==> config.mk <==
export PLATFORM = sky130hd
export DESIGN_NAME = sync_source_switch
export DESIGN_NICKNAME = d
export VERILOG_FILES = /design/src/rtl/sync_sw_pkg.sv /design/src/rtl/sync_sw_edge_det.sv /design/src/rtl/sync_sw_edge_cnt.sv /design/src/rtl/sync_sw_silence_cnt.sv /design/src/rtl/sync_sw_out_gate.sv /design/src/rtl/sync_source_switch.sv
export SDC_FILE = /design/constraint.sdc
export NUM_CORES = 1
export LEC_CHECK = 0
export ABC_AREA = 1
export BUFFER_PORTS_ARGS = -buffer_cell sky130_fd_sc_hd__buf_2
export CAP_MARGIN = 20
export CORE_MARGIN = 5
export CORE_UTILIZATION = 45
export CTS_BUF_LIST = sky130_fd_sc_hd__clkbuf_8
export CTS_CLUSTER_DIAMETER = 60
export DETAILED_ROUTE_END_ITERATION = 12
export HOLD_SLACK_MARGIN = 0.03
export PLACE_DENSITY_LB_ADDON = 0.05
export SLEW_MARGIN = 10
export SYNTH_ARGS = -nofsm -noshare
export SYNTH_HDL_FRONTEND = slang
export SYNTH_SLANG_ARGS = --single-unit
==> constraint.sdc <==
create_clock -name clk_i -period 1.8 [get_ports clk_i]
set_clock_uncertainty 0.1 [all_clocks]
set_input_delay 0 -clock clk_i [delete_from_list [all_inputs] [get_ports clk_i]]
set_output_delay 0 -clock clk_i [all_outputs]
set_load 0.1 [all_outputs]
==> src/rtl/sync_sw_pkg.sv <==
package sync_sw_pkg;
  localparam int unsigned SYNC_STAGES_DEF = 2;
  localparam int unsigned EDGE_TH_DEF     = 10;
  localparam int unsigned SILENCE_TH_DEF  = 10;

  typedef enum logic {
    MODE_INT = 1'b0,
    MODE_EXT = 1'b1
  } sync_mode_e;
endpackage

==> src/rtl/sync_sw_edge_det.sv <==
module sync_sw_edge_det #(
  parameter int unsigned STAGES = 2
) (
  input  logic clk_i,
  input  logic rst_ni,
  input  logic sync_i,
  output logic edge_o
);
  logic [STAGES-1:0] sync_q;
  logic              last_q;

  always_ff @(posedge clk_i or negedge rst_ni) begin
    if (!rst_ni) begin
      sync_q <= '0;
      last_q <= 1'b0;
    end else begin
      sync_q <= {sync_q[STAGES-2:0], sync_i};
      last_q <= sync_q[STAGES-1];
    end
  end

  // either polarity counts
  assign edge_o = sync_q[STAGES-1] ^ last_q;
endmodule

==> src/rtl/sync_sw_edge_cnt.sv <==
module sync_sw_edge_cnt #(
  parameter int unsigned TH = 10,
  localparam int unsigned W = $clog2(TH + 1)
) (
  input  logic         clk_i,
  input  logic         rst_ni,
  input  logic         edge_i,
  input  logic         clr_i,
  output logic         reach_o,
  output logic [W-1:0] cnt_o
);
  logic [W-1:0] cnt_q;

  always_ff @(posedge clk_i or negedge rst_ni) begin
    if (!rst_ni)                            cnt_q <= '0;
    else if (clr_i)                         cnt_q <= '0;
    else if (edge_i && cnt_q < W'(TH))      cnt_q <= cnt_q + 1'b1;
  end

  assign reach_o = edge_i && (cnt_q >= W'(TH - 1));
  assign cnt_o   = cnt_q;
endmodule

==> src/rtl/sync_sw_silence_cnt.sv <==
module sync_sw_silence_cnt #(
  parameter int unsigned TH = 10,
  localparam int unsigned W = $clog2(TH + 1)
) (
  input  logic         clk_i,
  input  logic         rst_ni,
  input  logic         edge_i,
  input  logic         tick_i,
  output logic         expire_o,
  output logic [W-1:0] cnt_o
);
  logic [W-1:0] cnt_q;

  assign expire_o = tick_i && !edge_i && (cnt_q == W'(TH - 1));

  always_ff @(posedge clk_i or negedge rst_ni) begin
    if (!rst_ni)       cnt_q <= '0;
    else if (edge_i)   cnt_q <= '0;
    else if (tick_i)   cnt_q <= expire_o ? '0 : cnt_q + 1'b1;
  end

  assign cnt_o = cnt_q;
endmodule

==> src/rtl/sync_sw_out_gate.sv <==
module sync_sw_out_gate (
  input  logic ext_i,
  input  logic line_clk_i,
  input  logic subc_clk_i,
  input  logic lsw_err_i,
  output logic osc_en_o,
  output logic line_clk_o,
  output logic subc_clk_o,
  output logic lsw_err_o
);
  assign osc_en_o   = ext_i;
  assign line_clk_o = ext_i & line_clk_i;
  assign subc_clk_o = ext_i & subc_clk_i;
  assign lsw_err_o  = ext_i & lsw_err_i;
endmodule

==> src/rtl/sync_source_switch.sv <==
module sync_source_switch
  import sync_sw_pkg::*;
#(
  parameter int unsigned SYNC_STAGES = SYNC_STAGES_DEF,
  parameter int unsigned EDGE_TH     = EDGE_TH_DEF,
  parameter int unsigned SILENCE_TH  = SILENCE_TH_DEF,
  localparam int unsigned EW = $clog2(EDGE_TH + 1),
  localparam int unsigned SW = $clog2(SILENCE_TH + 1)
) (
  input  logic clk_i,
  input  logic rst_ni,
  input  logic sync_i,
  input  logic line_tick_i,
  input  logic line_clk_i,
  input  logic subc_clk_i,
  input  logic lsw_err_i,
  output logic ext_mode_o,
  output logic osc_en_o,
  output logic line_clk_o,
  output logic subc_clk_o,
  output logic lsw_err_o
);
  logic          edge_seen;
  logic          reach;
  logic          expire;
  logic [EW-1:0] edge_cnt;
  logic [SW-1:0] silence_cnt;
  sync_mode_e    mode_q, mode_d;

  sync_sw_edge_det #(.STAGES(SYNC_STAGES)) i_edge_det (
    .clk_i  (clk_i),
    .rst_ni (rst_ni),
    .sync_i (sync_i),
    .edge_o (edge_seen)
  );

  sync_sw_edge_cnt #(.TH(EDGE_TH)) i_edge_cnt (
    .clk_i   (clk_i),
    .rst_ni  (rst_ni),
    .edge_i  (edge_seen),
    .clr_i   (expire),
    .reach_o (reach),
    .cnt_o   (edge_cnt)
  );

  sync_sw_silence_cnt #(.TH(SILENCE_TH)) i_silence_cnt (
    .clk_i    (clk_i),
    .rst_ni   (rst_ni),
    .edge_i   (edge_seen),
    .tick_i   (line_tick_i),
    .expire_o (expire),
    .cnt_o    (silence_cnt)
  );

  always_comb begin
    mode_d = mode_q;
    if (expire)     mode_d = MODE_INT;
    else if (reach) mode_d = MODE_EXT;
  end

  always_ff @(posedge clk_i or negedge rst_ni) begin
    if (!rst_ni) mode_q <= MODE_INT;
    else         mode_q <= mode_d;
  end

  assign ext_mode_o = (mode_q == MODE_EXT);

  sync_sw_out_gate i_out_gate (
    .ext_i      (ext_mode_o),
    .line_clk_i (line_clk_i),
    .subc_clk_i (subc_clk_i),
    .lsw_err_i  (lsw_err_i),
    .osc_en_o   (osc_en_o),
    .line_clk_o (line_clk_o),
    .subc_clk_o (subc_clk_o),
    .lsw_err_o  (lsw_err_o)
  );
endmodule

; ---- Word level (Yosys, flattened, before mapping)
; Index checks and enable logic that the tools add are counted.
; Widths: inputs -> output; s select.
[word_totals]
inputBits = 7
word_cells = 29
output_inout_bits = 5
ff_bits = 12
[op_classes]
eq_ne = 1
n_bitwise = 4
addsub = 2
n_lt_le_gt_ge = 2
n_mux = 7
reduce_logical = 8
[op_table]
columns = cell, n
row1 = $mux 4, 5
row2 = $add 4x1->4 const B, 2
row3 = $reduce_bool 2->1, 3
row4 = $eq 4x4->1 const B, 1
row5 = $ge 4x4->1 const B, 1
row6 = $logic_and 1x1->1, 4
row7 = $lt 4x4->1 const B, 1
row8 = $and 1x1->1, 3
row9 = $mux 1, 2
row10 = $logic_not 1->1, 1
row11 = $xor 1x1->1, 1

; ---- Longest topological paths before layout
; Gate-level depths: netlist of the first run.
[depth]
ltp_word = 7
mapped_depth = 7
depth_no_buf = 7

; ---- Modules after synthesis
; Synthesis of the first run repeated with hierarchy kept, for this count alone.
[hier_totals]
cells_unflattened = 82
hier_area_um2 = 655.6
[by_module_without_submodules]
columns = module, cells_each, n_inst, area_per_inst_um2, seq_area_each_um2
row1 = sync_sw_edge_cnt, 34, 1, 261.5, 100.1
row2 = sync_sw_silence_cnt, 30, 1, 237.7, 100.1
row3 = sync_sw_edge_det, 8, 1, 93.8, 75.1
row4 = sync_source_switch, 3, 1, 32.5, 25.0
row5 = sync_sw_out_gate, 7, 1, 30.0, 0.0

; ---- Worst setup path after synthesis of the first run
; Ideal clock, no wire load.
[synth_timing]
kind = register to output
from = register mode_q (netlist: ext_mode_o)
to = output line_clk_o
t_required_ns = 1.700
t_arrival_ns = 1.690
stages_incl_launch_ff = 3
path_slack_ns = 0.010
n_path_buf = 0
path_cell_list = dfrtp_1 -> nand2_1 -> inv_1
[synth_via]
elab_chain_len = 1
[synth_lines]
columns = item, line
row1 = from (decl), sync_source_switch.sv:28  ; sync_mode_e mode_q, mode_d;
row2 = from (signal assigned), sync_source_switch.sv:63  ; else mode_q <= mode_d;
row3 = $and 1x1->1, sync_sw_out_gate.sv:12  ; assign line_clk_o = ext_i & line_clk_i;
row4 = to (decl), sync_source_switch.sv:19  ; output logic line_clk_o,
; Every way passes these cells.

; ---- Worst setup path after layout of the first run
[layout_timing]
from = register i_silence_cnt.cnt_q[0] (netlist: i_silence_cnt.cnt_o[0])
to = register mode_q (netlist: ext_mode_o)
[layout_via]
elab_chain_len = 3
word_cells_on_any_way = 4
classes_between = eq/ne: 1 / mux: 1 / reduce/logical: 2
[layout_lines]
columns = item, line
row1 = from (decl), sync_sw_silence_cnt.sv:12  ; logic [W-1:0] cnt_q;
row2 = from (signal assigned), sync_sw_silence_cnt.sv:19  ; else if (tick_i) cnt_q <= expire_o ? '0 : cnt_q + 1'b1;
row3 = $eq 4x4->1 *, sync_sw_silence_cnt.sv:14  ; assign expire_o = tick_i && !edge_i && (cnt_q == W'(TH - 1));
row4 = $logic_and 1x1->1 *, sync_sw_silence_cnt.sv:14
row5 = $mux 1 / $reduce_bool 2->1 (equally long branches), n/a
; Mark *: on every way between the ends. The rest lies on a longest branch, timed or not.
; A chain may end at the register's enable or synchronous reset.

==> summary by stage, run 1 <==
Timing
After layout, the worst path uses 73.1% of the clock period. The smallest hold slack is 0.0653 ns. Setup total negative slack on the finished layout was measured at 0 ns. Setup repair after global routing left no endpoint under its margin.

The slew at the pin with the worst max-slew slack is 0.487 ns. The worst-case headroom to the max-slew limit is 67.8%. The total count of hold-check failures in the final report is 0.

The final count of negative-setup-slack endpoints is 0. The post-route minimum period is 1.32 ns. The total count of max-transition violations in the final report came to 0. The minimum setup slack in the final design is 0.484 ns. The achievable clock frequency is 760 MHz.

Synthesis
The number of nets in the synthesized netlist is 95. Synthesis instantiated 20 different standard cells from the library. The number of warnings issued by yosys is 0.

The mean instance size in the synthesized netlist is 8.22 um2. The flip-flop and latch count after synthesis is 12. The cell count after synthesis came out at 83. The sequential-to-total area share from yosys stat is 44.0%.

The area of the mapped netlist is 682 um2.

CTS
The cell chosen for the clock root is sky130_fd_sc_hd__clkbuf_8. TritonCTS built the clock tree. In this run the number of H-tree levels came out at 1. The number of clock buffers inserted by TritonCTS is 3. The clock edge transition at the registers on the reported setup and hold paths is 0.05 ns.

The maximum buffer depth of the clock tree is 2. The clock reaches the later pin of the worst-skew pair after 0.24 ns. Once the clock tree was built, the resizer swapped 0 gates to a different size. The total clock sinks is 12.

Drt
The first detailed-routing pass ran for 5 iterations. The final antenna-violating net count is 0. The routed via count divided by cell count is 4.91.

In the final routed layout, each cell accounts on average for 10.7 um. The first routing iteration left 5 violations. The total wire length is 1.23 mm. The number of remaining DRC errors is 0. The via count is 565.

Placement
The placed cell area is 749 um2. The half-perimeter wire length after placement is 959 um. Routability-driven placement finished with a final weighted congestion of 0.731. Prior to clock tree synthesis, the placed netlist has a worst setup slack of 0.479 ns.

During placement, the flow inserted port buffers numbering 11.

Global routing
Global routing consumed, over all layers together, 10.9% of the routing resources. The initial antenna violation count is 0. The remaining global-route overflow is 0. The via count of the first global-routing pass was 474. The first global-routing pass estimated 1.99 mm of wire.

The maximum number of pins on one net before global-route repair is 13.

Critical path
The arrival time of data at the critical path endpoint is 1.34 ns. The flop-to-flop setup slack is 0.48 ns. The startpoint identified for the worst register-to-register timing path is i_silence_cnt.cnt_o[0]. The capturing point of the worst reg2reg path is ext_mode_o.

The depth of the most critical reg-to-reg path is 6. The critical path is of the reg -> reg type. Along the worst path, the maximum fanout reaches 7. The endpoint type of the worst setup path is a register.

The category of the worst setup path launch point is a register. Data on the critical path is required at its endpoint by 1.82 ns. The critical path launch point is i_silence_cnt.cnt_o[0].

Worst hold path
The path class of the tightest hold or removal check is in -> async.

Die
The die boundary width is 48.9 um. The die covers 2390 um2. For this design the top-level I/O count stands at 12. The height of the chip is 48.9 um. The total core area is 1470 um2.

For this configuration, the core starts out at a cell density of 46.3%. The floorplan has 14 rows.

Outcome
The run finished with clean final reports.

Finish
The repair_antennas step left the layout with diodes totalling 0. The area overhead of the layout relative to synthesis is 20.4%. The post-route standard cell area excluding fillers is 821 um2. The final layout contains 113 nets.

The post-route netlist has 20.2% of its cells at a drive strength greater than 1.

Flow run
The number of max-capacitance violations reported is 0.

Power and ir drop
The largest voltage drop on the vdd net is 0.473 mV. The total power per unit cell area is 1050 nW/um2. The leakage dissipation is 0.438 nW.
[worst max-delay path by stage]
stage                           to
2_1_floorplan           line_clk_o
6_report                ext_mode_o
3_3_place_gp   i_edge_cnt.cnt_o[0]
5_1_grt        i_edge_cnt.cnt_o[2]
3_5_place_dp   i_edge_cnt.cnt_o[2]
4_1_cts                 ext_mode_o
[cells in the mapped netlist]
cell,n,area share [%]
sky130_fd_sc_hd__a21oi_1,1,0.73
sky130_fd_sc_hd__o21ai_2,1,1.3
sky130_fd_sc_hd__nor2_1,3,1.7
sky130_fd_sc_hd__nor2_2,3,2.8
sky130_fd_sc_hd__xor2_1,1,1.3
sky130_fd_sc_hd__dfrtp_1,12,44
sky130_fd_sc_hd__inv_1,12,6.6
sky130_fd_sc_hd__or2_1,1,0.92
sky130_fd_sc_hd__nand3_1,8,5.9
sky130_fd_sc_hd__o21ai_1,3,2.2
sky130_fd_sc_hd__o21ai_0,1,0.73
sky130_fd_sc_hd__ha_1,5,9.2
sky130_fd_sc_hd__xnor2_1,1,1.3
sky130_fd_sc_hd__nand3b_1,1,1.1
sky130_fd_sc_hd__nand3_4,1,2.6
sky130_fd_sc_hd__nand2_1,25,14
sky130_fd_sc_hd__o211ai_1,1,1.1
sky130_fd_sc_hd__nand4_1,1,0.92
sky130_fd_sc_hd__nand2_2,1,0.92
sky130_fd_sc_hd__buf_4,1,1.1
[power by group]
part / internal (W) / switching [W]
Clock: 0.000147 / 0.0000927
Sequential: 0.000313 / 0.0000581
Combinational: 0.0000980 / 0.000153
[cell usage in the layout (no fill, tap or decap)]
cell type,instances
sky130_fd_sc_hd__nand2_1,25
sky130_fd_sc_hd__inv_1,12
sky130_fd_sc_hd__dfrtp_1,12
sky130_fd_sc_hd__buf_2,11
sky130_fd_sc_hd__nand3_1,8
sky130_fd_sc_hd__ha_1,5
sky130_fd_sc_hd__nor2_1,3
sky130_fd_sc_hd__nor2_2,3
sky130_fd_sc_hd__o21ai_1,3
sky130_fd_sc_hd__clkbuf_8,3
sky130_fd_sc_hd__dlygate4sd3_1,3
sky130_fd_sc_hd__o21ai_0,1
sky130_fd_sc_hd__nand2_2,1
sky130_fd_sc_hd__nand3_4,1
sky130_fd_sc_hd__a21oi_1,1
sky130_fd_sc_hd__nand4_1,1
sky130_fd_sc_hd__nand3b_1,1
sky130_fd_sc_hd__or2_1,1
sky130_fd_sc_hd__o21ai_2,1
sky130_fd_sc_hd__xor2_1,1
sky130_fd_sc_hd__xnor2_1,1
sky130_fd_sc_hd__o211ai_1,1
[cells by family after synthesis]
group / after synthesis / synth area share [%]
buf+inv: 13 / 7.71
compound gates: 7 / 6.05
fa+ha+maj: 5 / 9.17
flops: 12 / 44.0
simple gates: 44 / 30.5
xor+xnor: 2 / 2.57
[state kept, by name, indices dropped and copies added (netlist names)]
signal               cells
i_edge_cnt.cnt_o         4
i_silence_cnt.cnt_o      4
i_edge_det.sync_q        2
ext_mode_o               1
i_edge_det.last_q        1
[stage by stage]
step | cells | total power, W | util (%)
4_1_cts | 115 | 0.000876 | 55.8
3_5_place_dp | 109 | 0.000625 | 50.9
6_report | 115 | 0.000861 | 55.8
3_3_place_gp | 109 | 0.000620 | 50.9
5_1_grt | 115 | 0.000932 | 55.8
2_1_floorplan | 83 | 0.000560 | -
[critical path, cell delays in order, from the launching register on]
cell and delay (ns):
sky130_fd_sc_hd__dfrtp_1 0.44, sky130_fd_sc_hd__ha_1 0.20, sky130_fd_sc_hd__nand2_1 0.07, sky130_fd_sc_hd__nor2_2 0.14, sky130_fd_sc_hd__nand3_4 0.12, sky130_fd_sc_hd__nand2_1 0.08, sky130_fd_sc_hd__nand2_1 0.05
[final cells by class]
type,instances,area (um2)
clock buffers,3,41.3
fillers,142,651
inverters,12,45.0
multi-input cells,58,329
flip-flops and latches,12,300
well taps,16,20.0
repair buffers,14,85.1
[what timing repair did]
action,CTS,global route
buffers inserted,0,0
hold buffers,3,0
endpoints found under the hold margin,17,0
[routing by layer]
layer | GRT usage [%] | share of wire (%) | vias to the layer above
met5 | 0 | 0 | -
met4 | 9.42 | 2.0 | 0
met3 | 5.20 | 7.3 | 4
met2 | 13.3 | 43 | 14
met1 | 14.0 | 47 | 253
li1 | - | - | 294
(Power assumes the default switching activity.)
==> inputs of run 2 (changes only) <==
- clock period: 1.8 -> 1.28 ns (I/O delays scaled with it)
==> summary by stage, run 2 (same netlist as run 1, synthesis figures left out) <==
Outcome
The flow ran to the end, and the final reports show no timing, DRC or antenna violations.

Die
The die boundary width is 48.9 um (unchanged). The count of standard-cell rows was 14 (unchanged). The floorplan die area was 2390 um2 (unchanged). The initial cell density of the core was 46.3% (unchanged). The height of the chip was 48.9 um (unchanged). The I/O pin count is 12 (unchanged). The total core area is 1470 um2 (unchanged).

CTS
The number of clock buffers inserted by TritonCTS is 3 (unchanged). The H-tree depth is 1 (unchanged). The clock latency on the worst-skew pair came to 0.24 ns (about the same). The clock edge transition at the registers on the reported setup and hold paths came to 0.05 ns (about the same).

The cell chosen for the clock root is sky130_fd_sc_hd__clkbuf_8. The total clock sinks is 12 (unchanged). TritonCTS built the clock tree. The maximum buffer depth of the clock tree is 2 (unchanged).

Critical path
The arrival time of data at the critical path endpoint came to 1.29 ns (-0.05 ns). The critical path data required time is 1.30 ns (-0.52 ns). The category of the worst setup path launch point is a register.

The worst setup path category is reg -> reg. The largest individual stage delay along the critical path comes from the cell sky130_fd_sc_hd__dfrtp_1. The delay of the slowest cell on the worst path is 0.37 ns (-0.07 ns). The maximum fanout along the worst path is 7 (unchanged). The signal on the critical path passes through inv_1, ha_2, nand2_2, nor2_4, nand3_4, nand3_1, nand2_1. The endpoint type of the worst setup path is a register.

Drt
The met2 wirelength from detailed routing is 650 um (+21%). The number of remaining DRC errors was 0 (unchanged). The total routed wire length on the met1 layer was 595 um (+2.8%). The met3 wire length is 74 um (-18%). The via count was 574 (+1.6%).

The post-detailed-route wirelength per cell came to 11.1 um (+3.6%). The count of routing violations after the opening detailed-route iteration is 13 (+8). The highest layer touched by signal routing is met3. The final antenna-violating net count is 0 (unchanged).

The total wire length is 1.32 mm (+7.2%). The length of the first detailed-routing pass in iterations was 4 (-1). The routed via count divided by cell count was 4.82 (-1.8%).

Placement
The placer's final routability congestion estimate is 0.846 (+16%). The total instance count after detailed placement is 111 (+1.8%). The half-perimeter wire length after placement is 1.04 mm (+9.0%). The number of buffer cells added on primary ports came to 11 (unchanged). The placed cell area is 857 um2 (+14%).

Finish
The post-route standard cell area excluding fillers is 955 um2 (+16%). The final antenna diode count is 0 (unchanged). The filler cell count came to 124 (-13%). The number of nets at the end of the flow is 116 (+2.7%). The count of placed standard cells in the final layout, fillers left out is 119 (+3.5%). The share of cells above drive strength 1 came to 31.1% (+11 points). The commonest non-fill, non-tap cell in the layout is sky130_fd_sc_hd__nand2_1. In the layout the commonest cells are sky130_fd_sc_hd__nand2_1 (21), sky130_fd_sc_hd__dfrtp_1 (11), sky130_fd_sc_hd__inv_1 (10). The area overhead of the layout relative to synthesis is 40.0%.

Power and ir drop
The total chip power was 0.00127 W (+47%). The largest voltage drop on the vdd net is 1.10 mV (+130%). The leakage dissipation was 0.475 nW (+8.6%). The total power per unit cell area was 1330 nW/um2 (+27%).

Timing
The post-route minimum period was 1.26 ns (-0.0539 ns). The worst-case headroom to the max-slew limit is 81.8% (+14 points). The setup TNS is 0 ns (unchanged).

Setup repair after global routing could not meet its margin everywhere. The final count of negative-setup-slack endpoints came to 0 (unchanged). The achievable clock frequency is 792 MHz (+4.3%). The share of the cycle needed by the critical path after routing is 98.6% (+25 points).

The slew at the pin with the worst max-slew slack was 0.274 ns (-0.213 ns). The total count of max-transition violations in the final report is 0 (unchanged). The total count of hold-check failures in the final report is 0 (unchanged).

Global routing
The maximum number of pins on one net before global-route repair is 13 (unchanged). The global routing usage summed across all routing layers is 12.0% (+1.1 points). The wire length of the first global-routing pass is 2.28 mm (+15%). The initial antenna violation count is 0 (unchanged). The remaining global-route overflow is 0 (unchanged). The via count of the first global-routing pass was 538 (+14%).

Worst hold path
The kind of path behind the tightest hold check is in -> async.

Flow run
The number of max-capacitance violations reported is 0 (unchanged).
run 2: timing repair:
action	in CTS	in global routing
gates resized for setup	0	5
hold endpoints to repair	16	0
setup endpoints to repair	0	7
buffers inserted	0	1
hold buffers	3	0
run 2: path summary, 6_finish.rpt:
kind	start	end	slack, ns	depth (start not counted)
setup / recovery	i_silence_cnt.cnt_o[1]	i_edge_cnt.cnt_o[0]	0.02	7
setup reg to reg	i_silence_cnt.cnt_o[1]	i_edge_cnt.cnt_o[0]	0.02	7
min in group clk_i	i_edge_det.sync_q[0]	i_edge_det.sync_q[1]	0.25	0
hold / removal	rst_ni	ext_mode_o	0.06	2
max in group asynchronous	rst_ni	ext_mode_o	0.78	2
hold reg to reg	i_edge_det.sync_q[0]	i_edge_det.sync_q[1]	0.25	0
run 2: critical path, delay by kind of cell, from the launching register on:
family                     cells  cell delay (ns)
adders and majority gates      1             0.18
buffers and inverters          1             0.06
DFF                            1             0.37
and+or+nand+nor                5             0.44
run 2: final cells by class:
type                            count  area (um2)  share of cell area (%)
Clock buffer                        3        41.3                    4.33
Tap cell                           16        20.0                    2.10
Inverter                           12        56.3                    5.90
Multi-Input combinational cell     58         347                    36.3
Sequential cell                    12         304                    31.8
Timing Repair Buffer               17         183                    19.1
Clock inverter                      1        3.75                   0.393
run 2: report_power, final:
part	leakage [nW]	switching, W	internal (W)	total [W]
sequential	0.144	0.0000756	0.000440	0.000515
combinational	0.305	0.000243	0.000165	0.000408
clock	0.0269	0.000134	0.000211	0.000345
run 2: layer usage:
metal / global-route usage, % / up-vias
met4: 4.04 / 0
li1: - / 300
met2: 18.5 / 10
met5: 0 / -
met1: 14.8 / 264
met3: 5.50 / 0
run 2: stage by stage:
step	hold WS, ns	setup slack, ns	util [%]
floorplan	-0.396	-0.00670	-
global placement	-0.211	0.0448	58.2
detailed placement	-0.208	0.0146	58.2
CTS	0.0660	0.00637	63.4
global route	0.105	-0.0669	64.9
finish	0.0644	0.0180	64.9
